## src/rtl/nbs_pkg.sv

```systemverilog
package nbs_pkg;

    localparam int DATA_W          = 8;
    localparam int ADDR_BYTES_MIN  = 4;
    localparam int ADDR_BYTES_MAX  = 5;
    localparam int ADDR_W          = DATA_W * ADDR_BYTES_MAX;
    localparam int IDX_W           = $clog2(ADDR_BYTES_MAX + 1);
    localparam int TCNT_W          = 4;

    typedef enum logic [1:0] {
        OP_CMD   = 2'd0,
        OP_ADDR  = 2'd1,
        OP_WRITE = 2'd2,
        OP_READ  = 2'd3
    } nbs_op_e;

    typedef enum logic [1:0] {
        PH_IDLE = 2'd0,
        PH_TURN = 2'd1,
        PH_LOW  = 2'd2,
        PH_HIGH = 2'd3
    } nbs_phase_e;

    typedef struct packed {
        nbs_op_e             op;
        logic [DATA_W-1:0]   cmd;
        logic [ADDR_W-1:0]   addr;
        logic [DATA_W-1:0]   wdata;
    } nbs_req_t;

    typedef struct packed {
        logic ce_n;
        logic cle;
        logic ale;
        logic we_n;
        logic re_n;
        logic oe;
    } nbs_pins_t;

    // A programmed width of zero is raised to the one-clock minimum.
    function automatic logic [TCNT_W-1:0] eff_width(input logic [TCNT_W-1:0] v);
        return (v == '0) ? TCNT_W'(1) : v;
    endfunction

    function automatic logic [IDX_W-1:0] byte_count(input nbs_op_e op, input logic five);
        if (op != OP_ADDR) return IDX_W'(1);
        return five ? IDX_W'(ADDR_BYTES_MAX) : IDX_W'(ADDR_BYTES_MIN);
    endfunction

endpackage

```

## src/rtl/nbs_phase_timer.sv

```systemverilog
module nbs_phase_timer #(
    parameter int W = 4
) (
    input  logic         clk,
    input  logic         rst,
    input  logic         load,
    input  logic [W-1:0] len,
    output logic         last
);
    logic [W-1:0] cnt;

    // Loading len makes the phase last len clocks: len-1 down to 0.
    always_ff @(posedge clk) begin
        if (rst)               cnt <= '0;
        else if (load)         cnt <= len - W'(1);
        else if (cnt != '0)    cnt <= cnt - W'(1);
    end

    assign last = (cnt == '0);
endmodule

```

## src/rtl/nbs_byte_sel.sv

```systemverilog
module nbs_byte_sel #(
    parameter int BW = 8,
    parameter int NB = 5,
    parameter int IW = 3
) (
    input  logic [BW*NB-1:0] word,
    input  logic [IW-1:0]    idx,
    output logic [BW-1:0]    sel
);
    logic [BW-1:0] lanes [NB];

    for (genvar g = 0; g < NB; g++) begin : g_lane
        assign lanes[g] = word[g*BW +: BW];
    end

    always_comb begin
        sel = '0;
        for (int i = 0; i < NB; i++) begin
            if (idx == IW'(i)) sel = lanes[i];
        end
    end
endmodule

```

## src/rtl/nbs_rd_capture.sv

```systemverilog
module nbs_rd_capture #(
    parameter int BW = 8
) (
    input  logic          clk,
    input  logic          rst,
    input  logic          sample,
    input  logic [BW-1:0] din,
    output logic [BW-1:0] dout,
    output logic          valid
);
    always_ff @(posedge clk) begin
        if (rst) begin
            dout  <= '0;
            valid <= 1'b0;
        end else begin
            valid <= sample;
            if (sample) dout <= din;
        end
    end
endmodule

```

## src/rtl/nand_bus_seq.sv

```systemverilog
module nand_bus_seq
    import nbs_pkg::*;
(
    input  logic                clk,
    input  logic                rst,
    input  logic                req_valid,
    input  logic [1:0]          req_op,
    input  logic [DATA_W-1:0]   req_cmd,
    input  logic [ADDR_W-1:0]   req_addr,
    input  logic [DATA_W-1:0]   req_wdata,
    input  logic                cfg_five_addr,
    input  logic [TCNT_W-1:0]   cfg_low_cnt,
    input  logic [TCNT_W-1:0]   cfg_high_cnt,
    output logic                busy,
    output logic                rd_valid,
    output logic [DATA_W-1:0]   rd_data,
    output logic                ce_n,
    output logic                cle,
    output logic                ale,
    output logic                we_n,
    output logic                re_n,
    output logic [DATA_W-1:0]   io_out,
    output logic                io_oe,
    input  logic [DATA_W-1:0]   io_in
);
    nbs_phase_e         ph, ph_nxt;
    nbs_req_t           cur;
    nbs_op_e            in_op;
    logic [IDX_W-1:0]   byte_idx, nbytes;
    logic               byte_last;
    logic               accept, byte_adv, rd_edge;
    logic               tmr_load, tmr_last;
    logic [TCNT_W-1:0]  tmr_len, low_w, high_w;
    logic [DATA_W-1:0]  addr_byte, bus_byte;
    nbs_pins_t          pins;

    assign in_op     = nbs_op_e'(req_op);
    assign low_w     = eff_width(cfg_low_cnt);
    assign high_w    = eff_width(cfg_high_cnt);
    assign byte_last = (byte_idx == nbytes - IDX_W'(1));

    // Phase sequencing: TURN only for reads, then LOW/HIGH per byte.
    always_comb begin
        ph_nxt   = ph;
        accept   = 1'b0;
        byte_adv = 1'b0;
        rd_edge  = 1'b0;
        tmr_load = 1'b0;
        tmr_len  = low_w;
        unique case (ph)
            PH_IDLE: begin
                if (req_valid) begin
                    accept = 1'b1;
                    if (in_op == OP_READ) begin
                        ph_nxt = PH_TURN;
                    end else begin
                        ph_nxt   = PH_LOW;
                        tmr_load = 1'b1;
                    end
                end
            end
            PH_TURN: begin
                ph_nxt   = PH_LOW;
                tmr_load = 1'b1;
            end
            PH_LOW: begin
                if (tmr_last) begin
                    ph_nxt   = PH_HIGH;
                    tmr_load = 1'b1;
                    tmr_len  = high_w;
                    rd_edge  = (cur.op == OP_READ);
                end
            end
            PH_HIGH: begin
                if (tmr_last) begin
                    if (byte_last) begin
                        ph_nxt = PH_IDLE;
                    end else begin
                        ph_nxt   = PH_LOW;
                        tmr_load = 1'b1;
                        byte_adv = 1'b1;
                    end
                end
            end
            default: ph_nxt = PH_IDLE;
        endcase
    end

    always_ff @(posedge clk) begin
        if (rst) begin
            ph       <= PH_IDLE;
            cur      <= '0;
            byte_idx <= '0;
            nbytes   <= IDX_W'(1);
        end else begin
            ph <= ph_nxt;
            if (accept) begin
                cur.op    <= in_op;
                cur.cmd   <= req_cmd;
                cur.addr  <= req_addr;
                cur.wdata <= req_wdata;
                byte_idx  <= '0;
                nbytes    <= byte_count(in_op, cfg_five_addr);
            end else if (byte_adv) begin
                byte_idx <= byte_idx + IDX_W'(1);
            end
        end
    end

    nbs_phase_timer #(.W(TCNT_W)) u_timer (
        .clk  (clk),
        .rst  (rst),
        .load (tmr_load),
        .len  (tmr_len),
        .last (tmr_last)
    );

    nbs_byte_sel #(.BW(DATA_W), .NB(ADDR_BYTES_MAX), .IW(IDX_W)) u_addr_sel (
        .word (cur.addr),
        .idx  (byte_idx),
        .sel  (addr_byte)
    );

    nbs_rd_capture #(.BW(DATA_W)) u_capture (
        .clk    (clk),
        .rst    (rst),
        .sample (rd_edge),
        .din    (io_in),
        .dout   (rd_data),
        .valid  (rd_valid)
    );

    // Pin levels decoded from the registered phase and request.
    always_comb begin
        pins.ce_n = (ph == PH_IDLE);
        pins.cle  = (ph != PH_IDLE) && (cur.op == OP_CMD);
        pins.ale  = (ph != PH_IDLE) && (cur.op == OP_ADDR);
        pins.we_n = !((ph == PH_LOW) && (cur.op != OP_READ));
        pins.re_n = !((ph == PH_LOW) && (cur.op == OP_READ));
        pins.oe   = (ph != PH_IDLE) && (cur.op != OP_READ);
        unique case (cur.op)
            OP_CMD:  bus_byte = cur.cmd;
            OP_ADDR: bus_byte = addr_byte;
            default: bus_byte = cur.wdata;
        endcase
    end

    assign busy   = (ph != PH_IDLE);
    assign ce_n   = pins.ce_n;
    assign cle    = pins.cle;
    assign ale    = pins.ale;
    assign we_n   = pins.we_n;
    assign re_n   = pins.re_n;
    assign io_oe  = pins.oe;
    assign io_out = pins.oe ? bus_byte : '0;

endmodule

```

## config.mk

```make
export PLATFORM = sky130hd
export DESIGN_NAME = nand_bus_seq
export DESIGN_NICKNAME = d
export VERILOG_FILES = /design/src/rtl/nbs_pkg.sv /design/src/rtl/nbs_phase_timer.sv /design/src/rtl/nbs_byte_sel.sv /design/src/rtl/nbs_rd_capture.sv /design/src/rtl/nand_bus_seq.sv
export SDC_FILE = /design/constraint.sdc
export NUM_CORES = 1
export LEC_CHECK = 0
export ABC_CLOCK_PERIOD_IN_PS = 2700
export CAP_MARGIN = 10
export CORE_UTILIZATION = 25
export CTS_BUF_LIST = sky130_fd_sc_hd__clkbuf_2
export DETAILED_ROUTE_END_ITERATION = 12
export DONT_BUFFER_PORTS = 1
export GPL_ROUTABILITY_DRIVEN = 0
export SYNTH_ARGS = -nofsm -noshare
export SYNTH_HDL_FRONTEND = slang
export SYNTH_SLANG_ARGS = --single-unit
```

## constraint.sdc

```tcl
create_clock -name clk -period 2.7 [get_ports clk]
set_input_delay 0.54 -clock clk [delete_from_list [all_inputs] [get_ports clk]]
set_output_delay 0.54 -clock clk [all_outputs]
set_load 0.02 [all_outputs]
```

---- Word level (Yosys, flattened, before mapping) ----
Cells that the tools add are included.
word-level totals
  memories kept ........................... 0
  bits in registers ....................... 79
  bits in writable memories ............... 0
  latch bits .............................. 0
  input port bits ......................... 78
  logic and storage cells ................. 84
  output and inout port bits .............. 24
  memory bits (read-only) ................. 0
cells by class
  bitwise logic cells ..................... 0
  equality and inequality tests ........... 16
  multiplexer cells ....................... 36
  reduce and logical (&&, ||, !) cells .... 18
  shifts and indexed selects .............. 0
  add/sub/neg operators ................... 4
  divide/modulo/power cells ............... 0
  $mul .................................... 0
  order comparisons ....................... 0
operators with widths
  cell                                               number
  two-way mux 8 bit                                  6
  two-way mux 4 bit                                  6
  case mux 8 bit (2 select lines)                    1
  two-way mux 1 bit                                  14
  zero test 4 bit                                    3
  two-way mux 2 bit                                  5
  == test 2 bit (second input constant)              4
  != test 2 bit (second input constant)              4
  case mux 2 bit (4 select lines)                    1
  subtractor 4 x 1 -> 4 bit (second input constant)  2
  == test 3 x 2 -> 1 bit (second input constant)     2
  two-way mux 3 bit                                  2
  logical AND 1 bit                                  5
  == test 2 x 1 -> 1 bit (second input constant)     2
  zero test 2 bit                                    2
  case mux 1 bit (4 select lines)                    1
  nonzero test 2 bit                                 2
  nonzero test 4 bit                                 1
  adder 3 x 1 -> 3 bit (second input constant)       1
  == test 3 x 1 -> 1 bit (second input constant)     1
  == test 3 bit                                      1
  == test 3 bit (second input constant)              1
  zero test 3 bit                                    1
  AND reduction 3 bit                                1
  4 further kinds                                    5

---- Logic depth before layout (Yosys ltp) ----
  word-level depth ........................ 8
  mapped depth ............................ 8
  gate-level depth less buffers ........... 8

---- Modules after synthesis ----
From an unflattened synthesis, not the netlist that was laid out.
unflattened totals
  cell total of the unflattened synthesis .. 460
  area total of the unflattened synthesis .. 3676.0 um2
modules (own cells, without submodules)
  module           cells each  times used  area an instance (um2)  sequential area each (um2)
  nand_bus_seq     354         1           2736.4                  1301.2
  nbs_byte_sel     56          1           404.1                   0.0
  nbs_rd_capture   28          1           312.8                   180.2
  nbs_phase_timer  22          1           222.7                   80.1

---- Least setup slack after synthesis ----
OpenSTA, ideal clock, no wires.
  path type ............................... reg-to-output
  start ................................... register byte_idx[0]
  end ..................................... output io_out[6]
  setup slack ............................. 0.161 ns
  arrival ................................. 1.999 ns
  required time ........................... 2.160 ns
  stages on the path, launching flop included .. 8
  buffers on the path ..................... 1
  cells stage by stage .................... dfxtp_1 -> ha_1 -> ha_1 -> clkbuf_1 -> nor2_1 -> o211ai_1 -> a31o_2 -> a21boi_0
between the ends
  word-level cells in the longest chain between the ends .. 8
  elaborated cells on any way between the ends .. 12
  those cells by class .................... eq/ne: 4; mux: 7; reduce/logical: 1
ends and longest elaborated chain
  item                               RTL line             text
  start, declared                    nand_bus_seq.sv:29   logic [IDX_W-1:0] byte_idx, nbytes;
  start signal, assigned             nand_bus_seq.sv:105  byte_idx <= byte_idx + IDX_W'(1);
  zero test 3 bit                    nbs_byte_sel.sv:19   if (idx == IW'(i)) sel = lanes[i];
  two-way mux 8 bit (4 in series)    nbs_byte_sel.sv:19
  two-way mux 8 bit *                nbs_byte_sel.sv:19
  case mux 8 bit (2 select lines) *  nand_bus_seq.sv:141  unique case (cur.op)
  two-way mux 8 bit *                nand_bus_seq.sv:155  assign io_out = pins.oe ? bus_byte : '0;
  end, declared                      nand_bus_seq.sv:22   output logic [DATA_W-1:0] io_out,
Mark *: on every way between the ends. The rest lies on a longest branch, timed or not.

---- Worst setup path after layout ----
  start ................................... register byte_idx[1]
  end ..................................... output io_out[0]
Same word-level chain as after synthesis.

==> metrics.csv <==
metric,value,unit
avgSynthCellArea,7.76,µm²
antenna_found_initial,0,
synth_top_family_by_area,simple AND/OR/NAND/NOR gates,
synth_edf_count,0,
nNetsFinal,556,
total_power,2.55,mW
status,"complete, but fails checks",
ys_seq_area_share,43.1,%
vias,3153,
timing.fmax,364,MHz
worstPathRequired,2.16,ns
grt_use_total,13.7,%
setup_violations,2,
synthMuxAreaShare,6.22,%
finClkSkew,0.0195,ns
worstSkewPairLatency,0.53,ns
cpPeakStageDelay,0.43,ns
core-area,0.0140,mm²
dieArea,0.0150,mm²
failed_checks,setup timing,
grt_pass1_vias,3050,
critPathCaptureType,output pin,
first_pass_iters,4,
drive_gt1_share,17.2,%
portBuffers,0,
start_util,25.9,%
synth_warnings,0,
leakagePower,1.43,nW
hpwlAfterDp,7670,µm
grt_pass1_wl,15600,µm
synth_compound_area_share,18.9,%
yosysUniqueCellTypes,43,
row_count,43,
p_per_area,608,mW/mm²
r2r_slack,0.41,ns
initialDrtViolationCount,207,
min_path_type,in2reg,
ys_ff_latch,78,
ant_nets,0,
synth_fa_ha_area_share,2.07,%
clk_pin_slew,0.23,ns
synth-async-reset-ratio,0,%
diodes,0,
crit_type,reg2out,
avgRoutedWirePerCell,15.9,µm
fin_cells,657,
synthToLayoutAreaGrowth,15.8,%
cts_sinks,78,
grt_start_max_net_pins,77,
overflow,0,
syn-instance-count,467,
cts.path.max_buffers,2,
vias_per_cell,4.80,
die_w,122,µm
synth_ff_type,dfxtp_1,
cp_cell_sequence,"inv_4, ha_4, buf_6, nand2_1, o21ai_0, o211ai_1, a31o_2, a21oi_2, buf_4",
synth_top_area_share,43.1,%
die_h,122,µm
cts_made_buffers,9,
cts_tree,yes,
dp_cells,634,
setup.worst_path.start,byte_idx[1],
tightestPinTransition,0.669,ns
syn_nets,551,
relSlewSlack,55.3,%
fin_crit_sh,102,%
synth.largest_area_cell,dfxtp_1,
synth-xor-area-share,0.483,%
synthSimpleGateAreaFrac,25.3,%
r2r-start,byte_idx[0],
htree_levels,3,
fin_ws,-0.0507,ns
rr_endpoint,u_timer.cnt[2],
syn_area,0.00362,mm²
arrival,2.21,ns
grt_setup_unrepaired,true,
drc,0,
synth.area.top_cells,"dfxtp_1, nand2_1, a21oi_1",
crit_fanout,6,
fin_crit,2.75,ns
reg2reg_depth,9,
cpMaxStageDelayCell,dfxtp_4,
min_path_cells,1,
critPathCapture,io_out[0],
hold_viol_final,0,
ios,102,
cts_root_buf,clkbuf_2,
final_max_slew_viol_count,0,
start_kind,flop,
cap_violations,0,
irDropWorstVdd,274,µV
finalSetupTns,-0.0786,ns
wl,10400,µm
-- state kept, by name, indices dropped and copies added, names as in the netlist --
register and count:
ph 2, u_timer.cnt 4, cur 58, u_capture.valid 1
u_capture.dout 8, nbytes 2, byte_idx 3
-- per-layer routing --
metal	track usage (%)	share of wire [%]	up-vias
met5	0	0	-
met4	3.89	1.2	0
met1	16.9	44	1467
met2	22.6	48	91
li1	-	-	1583
met3	4.65	7.0	12
-- cell usage after synthesis (all sizes together), types with 2 or more instances --
cell	n
and2	3
nor2	16
or2	8
buf	9
nand2b	10
ha	6
mux2i	21
nand2	150
nand3b	2
nand3	3
xnor2	2
nor3	7
a31o	8
clkbuf	21
dfxtp	78
o21ai	17
nor2b	3
a21oi	72
o211ai	8
inv	5
-- worst max-delay path, delay by kind of cell (launching register included) --
kind | cells | cell delay [ns]
buf+inv | 3 | 0.35
simple gates | 1 | 0.06
flops | 1 | 0.43
fa+ha+maj | 1 | 0.17
compound gates | 4 | 0.68
-- through the flow --
step / worst slack [ns] / hold slack [ns] / utilization, % / cell area [µm²]
final: -0.0507 / 0.102 / 30.0 / 4200
after global routing: -0.201 / 0.0298 / 30.0 / 4200
after CTS: -0.0917 / 0.00865 / 29.3 / 4100
after detailed placement: 0.209 / 0.438 / 27.8 / 3880
after global placement: 0.262 / 0.437 / 27.8 / 3880
after floorplan: 0.161 / 0.431 / - / 3620
-- final cells by class --
class / count / area [µm²]
Tap cell: 180 / 225
Clock buffer: 9 / 45.0
Clock inverter: 7 / 47.5
Inverter: 5 / 23.8
Fill cell: 1504 / 9790
Timing Repair Buffer: 24 / 260
Multi-Input combinational cell: 354 / 2020
Sequential cell: 78 / 1570
-- what timing repair did --
action / 4_1_cts / 5_1_grt
setup buffers: 3 / 1
hold buffers: 0 / 3
resized for setup: 28 / 20
pin swaps: 6 / 5
endpoints found under the setup margin: 8 / 9
endpoints found under the hold margin: 0 / 59
-- worst min-delay path by stage --
stage	startpoint	end	slack (ns)
floorplan	cur[24]	cur[24]	0.43
global placement	cur[54]	cur[54]	0.44
detailed placement	cur[54]	cur[54]	0.44
CTS	rst	cur[49]	0.009
global route	req_addr[5]	cur[13]	0.03
finish	rst	nbytes[0]	0.10
-- placed cells by master (no fill, tap or decap), types with 2 or more instances in the layout --
cell type / Yosys / layout
a21oi_1: 72 / 65
a21oi_2: 0 / 7
a31o_2: 8 / 8
and2_1: 3 / 2
buf_12: 0 / 2
buf_4: 0 / 11
buf_6: 0 / 8
clkbuf_2: 0 / 9
clkinv_1: 0 / 2
clkinv_4: 0 / 2
dfxtp_1: 78 / 75
dfxtp_4: 0 / 3
dlygate4sd3_1: 0 / 2
ha_4: 0 / 4
inv_1: 5 / 3
inv_4: 0 / 2
inv_6: 0 / 2
mux2i_1: 20 / 20
nand2_1: 149 / 147
nand2_2: 1 / 2
nand2b_1: 9 / 9
nand3_1: 3 / 3
nand3b_1: 2 / 2
nor2_1: 15 / 14
nor2_4: 1 / 2
nor2b_1: 3 / 3
nor3_1: 7 / 7
o211ai_1: 8 / 8
o21ai_0: 17 / 11
o21ai_1: 0 / 6
or2_2: 8 / 8
xnor2_1: 2 / 2
-- report_power, final --
group	switching [mW]	internal, mW
clock network	0.432	0.125
registers	0.0792	1.26
logic	0.398	0.259
-- logic make-up (layout without fill, tap and decap cells) --
logic type      after synthesis  in the layout
flops                        78             78
simple gates                209            209
mux                          22             22
compound gates              115            115
xor+xnor                      2              2
fa+ha+maj                     6              6
buf+inv                      35             45
No activity file was read; power rests on OpenSTA's default activity.
